==> src/rtl/uart_pkg.sv <==
package uart_pkg;
  localparam logic [4:0] OFS_DATA  = 5'h00;
  localparam logic [4:0] OFS_FRAME = 5'h04;
  localparam logic [4:0] OFS_DIV   = 5'h08;
  localparam logic [4:0] OFS_PORT  = 5'h0C;
  localparam logic [4:0] OFS_FLAG  = 5'h10;
  localparam logic [4:0] OFS_ISTAT = 5'h14;
  localparam logic [4:0] OFS_IMASK = 5'h18;
  localparam logic [4:0] OFS_ICLR  = 5'h1C;

  typedef struct packed {
    logic [1:0] wlen;
    logic       fifo_en;
    logic       stop2;
    logic       even;
    logic       par_en;
    logic       brk;
  } frame_cfg_t;

  localparam int unsigned FRAME_W = $bits(frame_cfg_t);

  typedef enum logic [2:0] {RX_IDLE, RX_START, RX_DATA, RX_PAR, RX_STOP, RX_HOLD} rx_state_e;

  function automatic logic [3:0] data_bits(input logic [1:0] code);
    return 4'd5 + {2'b00, code};
  endfunction

  function automatic logic [7:0] data_mask(input logic [1:0] code);
    return 8'hFF >> (2'd3 - code);
  endfunction
endpackage

==> src/rtl/uart_baud.sv <==
module uart_baud #(
  parameter int unsigned DIV_W = 16
) (
  input  logic             clk_i,
  input  logic             rst_ni,
  input  logic [DIV_W-1:0] div_i,
  output logic             tick_o
);
  logic [DIV_W-1:0] cnt_q;

  // >= keeps the counter safe when the divisor shrinks mid-count
  assign tick_o = (cnt_q >= div_i);

  always_ff @(posedge clk_i or negedge rst_ni) begin
    if (!rst_ni)     cnt_q <= '0;
    else if (tick_o) cnt_q <= '0;
    else             cnt_q <= cnt_q + 1'b1;
  end
endmodule

==> src/rtl/uart_fifo.sv <==
module uart_fifo #(
  parameter int unsigned W     = 8,
  parameter int unsigned DEPTH = 4
) (
  input  logic         clk_i,
  input  logic         rst_ni,
  input  logic         one_i,
  input  logic         push_i,
  input  logic [W-1:0] din_i,
  input  logic         pop_i,
  output logic [W-1:0] dout_o,
  output logic         empty_o,
  output logic         full_o
);
  localparam int unsigned AW = (DEPTH > 1) ? $clog2(DEPTH) : 1;
  localparam int unsigned CW = $clog2(DEPTH + 1);

  logic [W-1:0]  mem_q [DEPTH];
  logic [AW-1:0] wp_q, rp_q;
  logic [CW-1:0] cnt_q;

  assign dout_o  = mem_q[rp_q];
  assign empty_o = (cnt_q == '0);
  assign full_o  = one_i ? !empty_o : (cnt_q == CW'(DEPTH));

  always_ff @(posedge clk_i) begin
    if (push_i) mem_q[wp_q] <= din_i;
  end

  always_ff @(posedge clk_i or negedge rst_ni) begin
    if (!rst_ni) begin
      wp_q  <= '0;
      rp_q  <= '0;
      cnt_q <= '0;
    end else begin
      if (push_i) wp_q <= (wp_q == AW'(DEPTH - 1)) ? '0 : wp_q + 1'b1;
      if (pop_i)  rp_q <= (rp_q == AW'(DEPTH - 1)) ? '0 : rp_q + 1'b1;
      case ({push_i, pop_i})
        2'b10:   cnt_q <= cnt_q + 1'b1;
        2'b01:   cnt_q <= cnt_q - 1'b1;
        default: cnt_q <= cnt_q;
      endcase
    end
  end

  assert_no_overflow_R7: assert property (@(posedge clk_i) disable iff (!rst_ni)
    push_i |-> !full_o);
  assert_no_underflow_R6: assert property (@(posedge clk_i) disable iff (!rst_ni)
    pop_i |-> !empty_o);
endmodule

==> src/rtl/uart_tx.sv <==
module uart_tx
  import uart_pkg::*;
(
  input  logic       clk_i,
  input  logic       rst_ni,
  input  logic       tick_i,
  input  logic       en_i,
  input  logic [1:0] wlen_i,
  input  logic       par_en_i,
  input  logic       even_i,
  input  logic       stop2_i,
  input  logic       have_i,
  input  logic [7:0] data_i,
  output logic       pop_o,
  output logic       active_o,
  output logic       done_o,
  output logic       line_o
);
  logic        active_q;
  logic [11:0] sh_q;
  logic [3:0]  left_q, tcnt_q;
  logic [11:0] frm;
  logic [3:0]  nd, nbits;
  logic [7:0]  dm;
  logic        start;

  assign start    = en_i && have_i && !active_q && tick_i;
  assign pop_o    = start;
  assign active_o = active_q;
  assign line_o   = active_q ? sh_q[0] : 1'b1;
  assign done_o   = active_q && tick_i && (tcnt_q == 4'd15) && (left_q == 4'd1);

  always_comb begin
    nd    = data_bits(wlen_i);
    dm    = data_i & data_mask(wlen_i);
    nbits = 4'd2 + nd + 4'(par_en_i) + 4'(stop2_i);
    frm   = '1;
    frm[0] = 1'b0;
    for (int i = 0; i < 8; i++) begin
      if (i < int'(nd)) frm[i+1] = dm[i];
    end
    if (par_en_i) frm[nd + 4'd1] = (^dm) ^ ~even_i;
  end

  always_ff @(posedge clk_i or negedge rst_ni) begin
    if (!rst_ni) begin
      active_q <= 1'b0;
      sh_q     <= '1;
      left_q   <= '0;
      tcnt_q   <= '0;
    end else if (start) begin
      active_q <= 1'b1;
      sh_q     <= frm;
      left_q   <= nbits;
      tcnt_q   <= '0;
    end else if (active_q && tick_i) begin
      tcnt_q <= tcnt_q + 1'b1;
      if (tcnt_q == 4'd15) begin
        sh_q   <= {1'b1, sh_q[11:1]};
        left_q <= left_q - 1'b1;
        if (left_q == 4'd1) active_q <= 1'b0;
      end
    end
  end

  assert_start_bit_R2: assert property (@(posedge clk_i) disable iff (!rst_ni)
    start |=> (line_o == 1'b0));
endmodule

==> src/rtl/uart_rx.sv <==
module uart_rx
  import uart_pkg::*;
(
  input  logic       clk_i,
  input  logic       rst_ni,
  input  logic       tick_i,
  input  logic       en_i,
  input  logic [1:0] wlen_i,
  input  logic       par_en_i,
  input  logic       even_i,
  input  logic       rxd_i,
  output logic       push_o,
  output logic [9:0] word_o
);
  rx_state_e  state_q;
  logic [3:0] tcnt_q, nd;
  logic [2:0] idx_q;
  logic [7:0] dat_q;
  logic       perr_q;
  logic       mid;

  assign nd  = data_bits(wlen_i);
  assign mid = tick_i && (tcnt_q == 4'd15);

  always_ff @(posedge clk_i or negedge rst_ni) begin
    if (!rst_ni) begin
      state_q <= RX_IDLE;
      tcnt_q  <= '0;
      idx_q   <= '0;
      dat_q   <= '0;
      perr_q  <= 1'b0;
      push_o  <= 1'b0;
      word_o  <= '0;
    end else begin
      push_o <= 1'b0;
      if (tick_i && state_q != RX_IDLE) tcnt_q <= tcnt_q + 1'b1;
      case (state_q)
        RX_IDLE: if (tick_i && en_i && !rxd_i) begin
          state_q <= RX_START;
          tcnt_q  <= '0;
        end
        RX_START: if (tick_i && tcnt_q == 4'd7) begin
          // re-check at mid start bit to reject glitches
          state_q <= rxd_i ? RX_IDLE : RX_DATA;
          tcnt_q  <= '0;
          idx_q   <= '0;
          dat_q   <= '0;
          perr_q  <= 1'b0;
        end
        RX_DATA: if (mid) begin
          dat_q[idx_q] <= rxd_i;
          idx_q        <= idx_q + 1'b1;
          if ({1'b0, idx_q} == nd - 4'd1) state_q <= par_en_i ? RX_PAR : RX_STOP;
        end
        RX_PAR: if (mid) begin
          perr_q  <= rxd_i ^ (^dat_q) ^ ~even_i;
          state_q <= RX_STOP;
        end
        RX_STOP: if (mid) begin
          push_o  <= 1'b1;
          word_o  <= {perr_q, !rxd_i, dat_q};
          state_q <= rxd_i ? RX_IDLE : RX_HOLD;
        end
        RX_HOLD: if (rxd_i) state_q <= RX_IDLE;
        default: state_q <= RX_IDLE;
      endcase
    end
  end
endmodule

==> src/rtl/uart_core.sv <==
module uart_core
  import uart_pkg::*;
#(
  parameter int unsigned DIV_W      = 16,
  parameter int unsigned FIFO_DEPTH = 4
) (
  input  logic        clk_i,
  input  logic        rst_ni,
  input  logic        sel_i,
  input  logic        wr_i,
  input  logic [4:0]  addr_i,
  input  logic [31:0] wdata_i,
  output logic [31:0] rdata_o,
  output logic        irq_o,
  output logic        txd_o,
  input  logic        rxd_i,
  input  logic        cts_i,
  input  logic        dsr_i,
  input  logic        dcd_i
);
  frame_cfg_t       cfg_q;
  logic [DIV_W-1:0] div_q;
  logic [1:0]       port_q;
  logic [2:0]       imask_q, istat_q, iset, iclr;
  logic             ovr_q;
  logic [1:0]       rxd_s_q;
  logic [2:0]       m_s1_q, m_s2_q, m_prev_q;
  logic             m_chg;
  logic             wr_en, rd_en, tick;
  logic             tx_push, tx_pop, tx_empty, tx_full, tx_active, tx_done, tx_line;
  logic [7:0]       tx_dout;
  logic             rx_push, rx_pop, rx_empty, rx_full, rx_acc;
  logic [9:0]       rx_word, rx_dout;
  logic             unused_wdata;

  assign unused_wdata = ^wdata_i;
  assign wr_en   = sel_i && wr_i;
  assign rd_en   = sel_i && !wr_i;
  assign tx_push = wr_en && (addr_i == OFS_DATA) && !tx_full;
  assign rx_pop  = rd_en && (addr_i == OFS_DATA) && !rx_empty;
  assign rx_acc  = rx_push && !rx_full;
  assign m_chg   = (m_s2_q != m_prev_q);

  always_ff @(posedge clk_i or negedge rst_ni) begin
    if (!rst_ni) begin
      rxd_s_q  <= 2'b11;
      m_s1_q   <= '0;
      m_s2_q   <= '0;
      m_prev_q <= '0;
    end else begin
      rxd_s_q  <= {rxd_s_q[0], rxd_i};
      m_s1_q   <= {dcd_i, dsr_i, cts_i};
      m_s2_q   <= m_s1_q;
      m_prev_q <= m_s2_q;
    end
  end

  uart_baud #(.DIV_W(DIV_W)) u_baud (
    .clk_i, .rst_ni, .div_i(div_q), .tick_o(tick)
  );

  uart_fifo #(.W(8), .DEPTH(FIFO_DEPTH)) u_tx_fifo (
    .clk_i, .rst_ni, .one_i(!cfg_q.fifo_en), .push_i(tx_push), .din_i(wdata_i[7:0]),
    .pop_i(tx_pop), .dout_o(tx_dout), .empty_o(tx_empty), .full_o(tx_full)
  );

  uart_tx u_tx (
    .clk_i, .rst_ni, .tick_i(tick), .en_i(port_q[0]), .wlen_i(cfg_q.wlen),
    .par_en_i(cfg_q.par_en), .even_i(cfg_q.even), .stop2_i(cfg_q.stop2),
    .have_i(!tx_empty), .data_i(tx_dout), .pop_o(tx_pop), .active_o(tx_active),
    .done_o(tx_done), .line_o(tx_line)
  );

  uart_rx u_rx (
    .clk_i, .rst_ni, .tick_i(tick), .en_i(port_q[0]), .wlen_i(cfg_q.wlen),
    .par_en_i(cfg_q.par_en), .even_i(cfg_q.even), .rxd_i(rxd_s_q[1]),
    .push_o(rx_push), .word_o(rx_word)
  );

  uart_fifo #(.W(10), .DEPTH(FIFO_DEPTH)) u_rx_fifo (
    .clk_i, .rst_ni, .one_i(!cfg_q.fifo_en), .push_i(rx_acc), .din_i(rx_word),
    .pop_i(rx_pop), .dout_o(rx_dout), .empty_o(rx_empty), .full_o(rx_full)
  );

  assign iset = {m_chg, tx_done && tx_empty, rx_acc};
  assign iclr = (wr_en && addr_i == OFS_ICLR) ? wdata_i[2:0] : 3'b000;

  always_ff @(posedge clk_i or negedge rst_ni) begin
    if (!rst_ni) begin
      cfg_q   <= '0;
      div_q   <= '0;
      port_q  <= '0;
      imask_q <= '0;
      istat_q <= '0;
      ovr_q   <= 1'b0;
    end else begin
      if (wr_en) begin
        case (addr_i)
          OFS_FRAME: cfg_q   <= frame_cfg_t'(wdata_i[FRAME_W-1:0]);
          OFS_DIV:   div_q   <= wdata_i[DIV_W-1:0];
          OFS_PORT:  port_q  <= wdata_i[1:0];
          OFS_IMASK: imask_q <= wdata_i[2:0];
          default: ;
        endcase
      end
      istat_q <= (istat_q & ~iclr) | iset;
      if (rx_pop) ovr_q <= 1'b0;
      if (rx_push && rx_full) ovr_q <= 1'b1;
    end
  end

  assign irq_o = |(istat_q & imask_q);
  assign txd_o = cfg_q.brk ? 1'b0 : tx_line;

  always_comb begin
    rdata_o = '0;
    case (addr_i)
      OFS_DATA:  rdata_o[10:0]      = {ovr_q, rx_dout};
      OFS_FRAME: rdata_o[FRAME_W-1:0] = cfg_q;
      OFS_DIV:   rdata_o[DIV_W-1:0] = div_q;
      OFS_PORT:  rdata_o[1:0]       = port_q;
      OFS_FLAG:  rdata_o[5:0]       = {tx_full, rx_empty, tx_active || !tx_empty, m_s2_q};
      OFS_ISTAT: rdata_o[2:0]       = istat_q;
      OFS_IMASK: rdata_o[2:0]       = imask_q;
      default:   rdata_o            = '0;
    endcase
  end

  assert_tx_hold_off_R10: assert property (@(posedge clk_i) disable iff (!rst_ni)
    !port_q[0] |-> !tx_pop);
  assert_overrun_mark_R7: assert property (@(posedge clk_i) disable iff (!rst_ni)
    (rx_push && rx_full) |=> ovr_q);
  assert_irq_clear_R9: assert property (@(posedge clk_i) disable iff (!rst_ni)
    (wr_en && addr_i == OFS_ICLR && wdata_i[2:0] == 3'b111 && !rx_push && !tx_done && !m_chg)
      |=> (istat_q == 3'b000));
endmodule

==> config.mk <==
export PLATFORM = sky130hd
export DESIGN_NAME = uart_core
export DESIGN_NICKNAME = d
export VERILOG_FILES = /design/src/rtl/uart_pkg.sv /design/src/rtl/uart_baud.sv /design/src/rtl/uart_fifo.sv /design/src/rtl/uart_tx.sv /design/src/rtl/uart_rx.sv /design/src/rtl/uart_core.sv
export SDC_FILE = /design/constraint.sdc
export NUM_CORES = 1
export LEC_CHECK = 0
export BUFFER_PORTS_ARGS = -buffer_cell sky130_fd_sc_hd__buf_2
export CORE_MARGIN = 2
export CORE_UTILIZATION = 25
export DETAILED_ROUTE_END_ITERATION = 6
export HOLD_SLACK_MARGIN = 0.12
export RECOVER_POWER = 25
export SLEW_MARGIN = 15
export SYNTH_ARGS = -nofsm -noshare
export SYNTH_HDL_FRONTEND = slang
export SYNTH_SLANG_ARGS = --single-unit
==> constraint.sdc <==
create_clock -name clk_i -period 3.6 [get_ports clk_i]
set_input_delay 0 -clock clk_i [delete_from_list [all_inputs] [get_ports clk_i]]
set_output_delay 0 -clock clk_i [all_outputs]
set_load 0.02 [all_outputs]
==> flow_metrics.env <==
export IMPL_insertion_delay_ns=0.43
export IMPL_die_y_um=201
export IMPL_ys_warn_count=0
export IMPL_cts_tree="yes"
export IMPL_clk_pin_slew_ns=0.08
export IMPL_maxCapViolCount=1
export IMPL_fmax_ghz=0.340
export IMPL_synth_area_um2=9680
export IMPL_ir_worst_vdd_mv=0.296
export IMPL_finalMaxSlewViolations=67
export IMPL_via_per_inst=4.45
export IMPL_reg2reg_depth=7
export IMPL_p_int_mw=4.12
export IMPL_drt_pass1_iter_count=5
export IMPL_netlist_instances=813
export IMPL_grt_pass1_wl_um=34000
export IMPL_switchingPower_mw=1.94
export IMPL_rsz0062_at_grt="false"
export IMPL_io_buffer_count=46
export IMPL_fin_cells=1417
export IMPL_syn2layout_area_growth_pct=17.0
export IMPL_worst_setup_path_end_kind="register"
export IMPL_hold_path_class="primary input to register"
export IMPL_final_util_pct=29.4
export IMPL_fin_crit_ns=2.94
export IMPL_clockBufferDepth=2
export IMPL_gp_congestion=0.776
export IMPL_dpl_instance_area_um2=10500
export IMPL_hold_path_end="ovr_q$_DFFE_PN0P_"
export IMPL_dp_cells=1358
export IMPL_ant_nets=0
export IMPL_post_drt_wl_per_cell_um=14.6
export IMPL_worstPathMaxFanout=11
export IMPL_tns_ns=0
export IMPL_grt_max_degree=67
export IMPL_grt_total_usage_pct=10.5
export IMPL_final_common_cell="dfrtp_1"
export IMPL_r2r_end="u_tx.sh_q[8]$_DFFE_PN1P_"
export IMPL_ys_ff_latch=196
export IMPL_p_leak_nw=4.69
export IMPL_initial_core_util_pct=25.2
export IMPL_combinationalPowerShare_pct=22.0
export IMPL_whs_path_depth=5
export IMPL_postCtsSetupRepairBufs=0
export IMPL_drt_iter0_markers=390
export IMPL_rows=72
export IMPL_status="complete, but fails checks"
export IMPL_syn_area_per_cell_um2=11.9
export IMPL_routed_wl_um=20700
export IMPL_p_clk_share_pct=30.8
export IMPL_crit_required_ns=3.96
export IMPL_final_nets=978
export IMPL_drc=0
export IMPL_period_share_pct=81.7
export IMPL_antenna_found_initial=0
export IMPL_vias=6309
export IMPL_worstSetupPathType="register to register"
export IMPL_max_slew_margin_pct=-17.0
export IMPL_switching_share_pct=32.0
export IMPL_power_density_nw_per_um2=535
export IMPL_setup_viol=0
export IMPL_violations="capacitance limit, slew limit"
export IMPL_reg2reg_slack_ns=0.66
export IMPL_overflow=0
export IMPL_worstMarginPinSlew_ns=1.76
export IMPL_finalClockSkew_ns=0.0146
export IMPL_numCtsBuffers=17
export IMPL_dpl_hpwl_um=14900
export IMPL_worstPathArrival_ns=3.30
export IMPL_synth_ff_type="dfrtp_1"
export IMPL_hold_start="addr_i[2]"
export IMPL_numClockSinks=196
export IMPL_synthArstFlopShare_pct=63.3
export IMPL_n_fill_cell=3894
export IMPL_cts_root_buf="clkbuf_16"
export IMPL_ioPinCount=79
export IMPL_antenna_cells=0
export IMPL_die_area_um2=40300
export IMPL_drive_gt1_share_pct=17.2
export IMPL_regToRegStartpoint="u_tx_fifo.rp_q[0]$_DFFE_PN0N_"
export IMPL_hold_viol=0
export IMPL_start_kind="register"
export IMPL_mostFrequentLayoutCells="dfrtp_1, edfxtp_1, nand2_1"
export IMPL_ys_seq_area_share_pct=54.6
export IMPL_fin_area_um2=11300
export IMPL_synth_edf_count=72
export IMPL_ys_types=63
export IMPL_first_global_vias=6440
export IMPL_seqPwrFrac_pct=47.1
export IMPL_cts_max_level=4
export IMPL_die_width_um=201
export IMPL_core_area_um2=38500
## cell families (layout without fill, tap and decap cells)
| logic type | Yosys count | after routing | synth area share, % |
|---|---|---|---|
| flops | 196 | 196 | 54.6 |
| fa+ha+maj | 47 | 47 | 6.31 |
| simple gates | 231 | 231 | 11.3 |
| buf+inv | 98 | 169 | 4.50 |
| compound gates | 119 | 119 | 8.03 |
| mux | 76 | 76 | 10.9 |
| xor+xnor | 45 | 45 | 4.37 |
| other cells | 1 | 16 | 0.0387 |
## layer usage
metal | share of wire (%) | GRT usage [%] | wire length (um) | vias to the layer above
met2 | 50 | 18.4 | 10400 | 109
li1 | - | - | - | 3033
met3 | 2.7 | 1.93 | 551 | 30
met5 | 0 | 0 | 0 | -
met1 | 45 | 13.1 | 9290 | 3137
met4 | 2.0 | 3.25 | 421 | 0
## worst max-delay path by stage
stage	slack, ns	cells past startpoint	startpoint	endpoint
finish	0.66	7	u_tx_fifo.rp_q[0]$_DFFE_PN0N_	u_tx.sh_q[8]$_DFFE_PN1P_
global route	0.51	7	u_tx_fifo.rp_q[0]$_DFFE_PN0N_	u_tx.sh_q[8]$_DFFE_PN1P_
CTS	0.65	7	u_tx_fifo.rp_q[0]$_DFFE_PN0N_	u_tx.sh_q[8]$_DFFE_PN1P_
detailed placement	0.64	7	u_tx_fifo.rp_q[0]$_DFFE_PN0N_	u_tx.sh_q[7]$_DFFE_PN1P_
global placement	0.72	7	u_tx_fifo.rp_q[0]$_DFFE_PN0N_	u_tx.sh_q[7]$_DFFE_PN1P_
floorplan	0.44	15	u_baud.cnt_q[5]$_DFF_PN0_	u_tx_fifo.cnt_q[2]$_DFFE_PN0P_
## power by group through the flow
stage / registers (mW) / logic [mW] / clock network (mW)
final: 2.86 / 1.34 / 1.87
after floorplan: 2.75 / 1.11 / 0
after CTS: 2.86 / 1.35 / 1.92
after detailed placement: 2.90 / 1.32 / 0
after global routing: 2.91 / 1.51 / 2.01
after global placement: 2.90 / 1.28 / 0
## sequential cells by signal (all words and copies together), names as in the netlist, 4 cells and up
register,flops
u_tx_fifo.mem_q,32
u_tx.left_q,4
u_rx.dat_q,8
u_tx.tcnt_q,4
cfg_q,7
u_rx_fifo.mem_q,40
u_rx.tcnt_q,4
div_q,16
u_tx.sh_q,12
u_rx.word_o,10
u_baud.cnt_q,16
## critical path, stage by stage, from the launching register on
cell and delay [ns]:
dfrtp_1 0.68, mux4_2 0.62, xnor2_1 0.20, xnor3_1 0.46
xnor2_2 0.18, xnor2_2 0.30, a311oi_1 0.14, a221o_1 0.29
## synth_stat cells, drive strengths merged, types with 2 or more instances
| master | n | area [um2] |
|---|---|---|
| a211o | 2 | 17.5 |
| a211oi | 4 | 30.0 |
| a21o | 4 | 31.3 |
| a21oi | 15 | 75.1 |
| a221o | 5 | 50.1 |
| a221oi | 4 | 41.3 |
| a22o | 6 | 52.6 |
| a22oi | 3 | 22.5 |
| a311oi | 3 | 26.3 |
| a31oi | 5 | 31.3 |
| a32o | 2 | 20.0 |
| and2 | 11 | 68.8 |
| and3 | 15 | 93.8 |
| and4 | 3 | 30.0 |
| buf | 23 | 154 |
| clkbuf | 25 | 93.8 |
| dfrtp | 110 | 2750 |
| dfstp | 14 | 368 |
| edfxtp | 72 | 2160 |
| fa | 3 | 60.1 |
| ha | 44 | 551 |
| inv | 50 | 188 |
| mux2 | 40 | 450 |
| mux2i | 18 | 180 |
| mux4 | 18 | 428 |
| nand2 | 69 | 259 |
| nand2b | 10 | 62.6 |
| nand3 | 24 | 120 |
| nand4 | 4 | 25.0 |
| nor2 | 63 | 236 |
| nor2b | 3 | 18.8 |
| nor3 | 13 | 65.1 |
| nor4 | 5 | 31.3 |
| o211ai | 2 | 15.0 |
| o21a | 2 | 15.0 |
| o21ai | 49 | 245 |
| o22ai | 2 | 12.5 |
| o31ai | 4 | 30.0 |
| or3 | 6 | 37.5 |
| xnor2 | 27 | 251 |
| xor2 | 17 | 149 |
## area by class of cell
type	instances	area (um2)	share of cell area (%)
well taps	518	648	5.72
inverters	50	188	1.66
clock inverters	14	158	1.39
clock buffers	18	429	3.79
repair buffers	87	594	5.25
flip-flops and latches	196	5280	46.7
multi-input cells	534	4020	35.5
## per-stage QoR
step                      hold slack (ns)  setup WS (ns)  power, mW
after floorplan                    -0.296          0.439       3.86
after global placement             0.0560          0.717       4.18
after detailed placement           0.0589          0.644       4.22
after CTS                           0.140          0.648       6.13
after global routing                0.196          0.514       6.43
final                               0.172          0.660       6.06
## repair_timing
item                                   in CTS  in global routing
resized for setup                           0                  0
hold buffers                               27                  0
endpoints found under the hold margin     134                  0
(Power assumes the default switching activity.)
